==> src/rtl/bist_pkg.sv <==
package bist_pkg;

    localparam int COLOR_W = 8;
    localparam int SYNC_W  = 3;
    localparam int WORD_W  = 3 * COLOR_W + SYNC_W;
    localparam int LFSR_W  = 7;
    localparam int CNT_W   = 8;

    typedef enum logic {
        PH_IDLE = 1'b0,
        PH_RUN  = 1'b1
    } phase_e;

    typedef struct packed {
        logic seed;
        logic check;
        logic finish;
    } bist_ctl_t;

    // Next WORD_W bits of x^7 + x^6 + 1 from history st, MSB emitted first.
    function automatic logic [WORD_W-1:0] prbs_next_word(input logic [LFSR_W-1:0] st);
        logic [LFSR_W-1:0] s;
        logic              fb;
        logic [WORD_W-1:0] w;
        s = st;
        w = '0;
        for (int i = WORD_W - 1; i >= 0; i--) begin
            fb   = s[LFSR_W-1] ^ s[LFSR_W-2];
            s    = {s[LFSR_W-2:0], fb};
            w[i] = fb;
        end
        return w;
    endfunction

endpackage

==> src/rtl/bist_err_counter.sv <==
module bist_err_counter
    import bist_pkg::*;
#(
    parameter int W = CNT_W
) (
    input  logic         clk,
    input  logic         rst,
    input  logic         clr,
    input  logic         inc,
    output logic [W-1:0] cnt
);

    localparam logic [W-1:0] CMAX = '1;

    always_ff @(posedge clk) begin
        if (rst || clr) begin
            cnt <= '0;
        end else if (inc && (cnt != CMAX)) begin
            cnt <= cnt + 1'b1;
        end
    end

    AST_CLEAR_ON_SEED: assert property (@(posedge clk) disable iff (rst)
        clr |=> (cnt == '0));
    AST_COUNT_STEP: assert property (@(posedge clk) disable iff (rst)
        (inc && !clr && cnt != CMAX) |=> (cnt == W'($past(cnt) + 1'b1)));
    AST_NO_OVERFLOW: assert property (@(posedge clk) disable iff (rst)
        (cnt == CMAX && !clr) |=> (cnt == CMAX));
    AST_COUNT_QUIET: assert property (@(posedge clk) disable iff (rst)
        (!inc && !clr) |=> $stable(cnt));

endmodule

==> config.mk <==
export PLATFORM = sky130hd
export DESIGN_NAME = bist_err_counter
export DESIGN_NICKNAME = d
export VERILOG_FILES = /design/src/rtl/bist_pkg.sv /design/src/rtl/bist_err_counter.sv
export SDC_FILE = /design/constraint.sdc
export NUM_CORES = 1
export LEC_CHECK = 0
export ABC_AREA = 1
export CORE_AREA = 2 2 39 41
export DETAILED_ROUTE_END_ITERATION = 12
export DIE_AREA = 0 0 41 43
export DONT_BUFFER_PORTS = 1
export HOLD_SLACK_MARGIN = 0.12
export MAX_ROUTING_LAYER = met4
export PLACE_DENSITY = 0.52
export SYNTH_ARGS = -nofsm -noshare
export SYNTH_HDL_FRONTEND = slang
export SYNTH_SLANG_ARGS = --single-unit
==> constraint.sdc <==
create_clock -name clk -period 2.8 [get_ports clk]
set_input_delay 0.56 -clock clk [delete_from_list [all_inputs] [get_ports clk]]
set_output_delay 0.56 -clock clk [all_outputs]
set_load 0.01 [all_outputs]
==> metrics.yaml <==
run_status:
  status: "completed"
timing:
  hold_viol_final: 0
  setup-violations-final: 0
  slew_headroom: 0.828
  setup_tns_ns: 0
  max_freq_ghz: 0.734
  rsz0062_at_grt: "false"
  worstMarginPinSlew_ns: 0.257
  hold_slack_ns: 0.451
  fin_ws_ns: 1.44
  period_minus_slack_ns: 1.36
  drv_slew: 0
  fin_crit_sh: 0.487
  finClkSkew_ns: 0.00519
logic_synthesis:
  synthCells: 67
  synth_top_family_by_area: "simple AND/OR/NAND/NOR gates"
  synth-compound-area-share: 0.0698
  synth-simple-area-share: 0.453
  synth_seq_cells: 8
  yosys.area_share.xor_xnor: 0
  synth_area_um2: 448
  syn_area_per_cell_um2: 6.69
  synth-adder-area-share: 0.0279
  yosysWarningCount: 0
  yosysUniqueCellTypes: 17
  synth.largest_area_cell: "dfxtp_1"
  synth_top_area_frac: 0.358
  synth_nets: 72
  seq_area_frac_synth: 0.358
  synth_mux_area_frac: 0
  ys_top_cells_by_area: "dfxtp_1 36%, nand2_1 17%, nor2_1 11%"
final_layout:
  layout_common_cells: "20 x nand2_1, 13 x nor2_1, 8 x dfxtp_1"
  syn_to_final_growth_pct: 6.98
  nNetsFinal: 76
  regArea_um2: 160
  top_register: "cnt"
  instances_no_fill: 85
  largest_reg_flops: 8
  antenna_cells: 0
  top_regs: "cnt: 8 flops"
  fill_cells: 151
  multi_input_area_um2: 246
  drive_gt1_frac: 0.130
  layout_commonest_cell: "nand2_1"
routing:
  avgViaCountPerCell: 4.67
  routed_wl_um: 824
  drc: 0
  vias: 397
  antenna_left: 0
  wl_per_cell_um: 9.69
  drt_iter0_drc: 3
  drtPass1Iterations: 2
placement:
  hpwl_um: 598
  place_congestion: 0.734
  preCtsSetupSlack_ns: 1.43
  io_buffer_count: 0
  dp_cells: 82
die:
  ioPinCount: 12
  chipWidth_um: 41
  dieArea_um2: 1760
  initial_core_util: 0.324
  core_area_um2: 1380
  rows: 14
  die_y_um: 43
worst_setup_path:
  crit_type: "flop to flop"
  r2r-end: "cnt[5]"
  crit_path_end_kind: "flop"
  cp.required_ns: 2.95
  ff2ff_path_depth: 6
  path_max_fanout: 11
  critPathArrivalTime_ns: 1.52
  cp-start-kind: "flop"
  reg2reg_from: "cnt[0]"
  r2r_slack_ns: 1.44
grt:
  grt_pass1_vias: 334
  antenna_found_initial: 0
  grtUsageTotal: 0.126
  grt_pass1_wl_um: 1380
  overflow: 0
  grt_max_degree: 12
clocking:
  path_clk_slew_ns: 0.06
  clock_latency_ns: 0.26
  htreeDepth: 1
  hold_buffers: 0
  cts_tree: "yes"
  cts_buffers: 3
  post-cts-setup-buffer-count: 0
  root_buffer: "clkbuf_4"
  cts_resized: 0
  clockBufferDepth: 2
  cts.sinks: 8
power:
  total_power_uw: 218
  vdd_drop_max_uv: 205
  pwr_density_cell_nw_per_um2: 456
  power.leakage_uw: 0.000209
worst_hold_path:
  hold_path_depth: 3
  whs_endpoint: "cnt[2]"
  min_from: "rst"
  holdCritPathClass: "primary input to flop"
flow_run:
  drv_cap: 0
[critical path, cell delays in order, from the launching register on]
cell and delay, ns:
dfxtp_1 0.44, ha_1 0.21, nand2_1 0.07, nor2_1 0.12, nand2_2 0.16, a21oi_1 0.19
nor2_1 0.06
[cell usage after synthesis]
master	number
nand3_2	1
nand2_2	1
inv_1	6
nor3_1	1
nand3b_2	1
dfxtp_1	8
a31oi_1	1
nand3_1	4
a21oi_1	5
ha_1	1
buf_6	1
clkinv_1	1
inv_2	1
nor2_2	1
nor2_1	13
nor2_8	1
nand2_1	20
[layout make-up]
class,count,share of cell area
Inverter,8,0.0627
Tap cell,16,0.0418
Sequential cell,8,0.334
Clock buffer,3,0.0470
Multi-Input combinational cell,50,0.514
[through the flow]
step	util	area, um^2
finish	0.346	479
global route	0.346	479
CTS	0.346	479
detailed placement	0.330	457
global placement	0.330	457
floorplan	-	448
[logic make-up after synthesis]
family                   Yosys count
buffers and inverters              9
flip-flops                         8
AO/OA/AOI/OAI                      6
AND/OR/NAND/NOR                   43
adder cells (fa/ha/maj)            1
[power by group]
group	leakage [uW]	internal (uW)	switching (uW)	total, uW
Clock	0.0000138	49.3	42.4	91.7
Combinational	0.000130	4.99	4.29	9.28
Sequential	0.0000647	115	2.27	117
[routing by layer]
layer / part of all wire / track usage
met5: 0 / -
met4: 0.011 / 0.0800
met3: 0.093 / 0.0838
met1: 0.43 / 0.142
met2: 0.46 / 0.156
[worst max-delay path by stage]
stage / slack, ns / to / startpoint
after detailed placement: 1.43 / cnt[3] / cnt[0]
after global routing: 1.30 / cnt[3] / cnt[0]
after floorplan: 1.54 / cnt[5] / cnt[0]
after CTS: 1.42 / cnt[3] / cnt[0]
final: 1.44 / cnt[5] / cnt[0]
after global placement: 1.44 / cnt[5] / cnt[0]
Note: power is estimated with default switching activity, not from simulation.
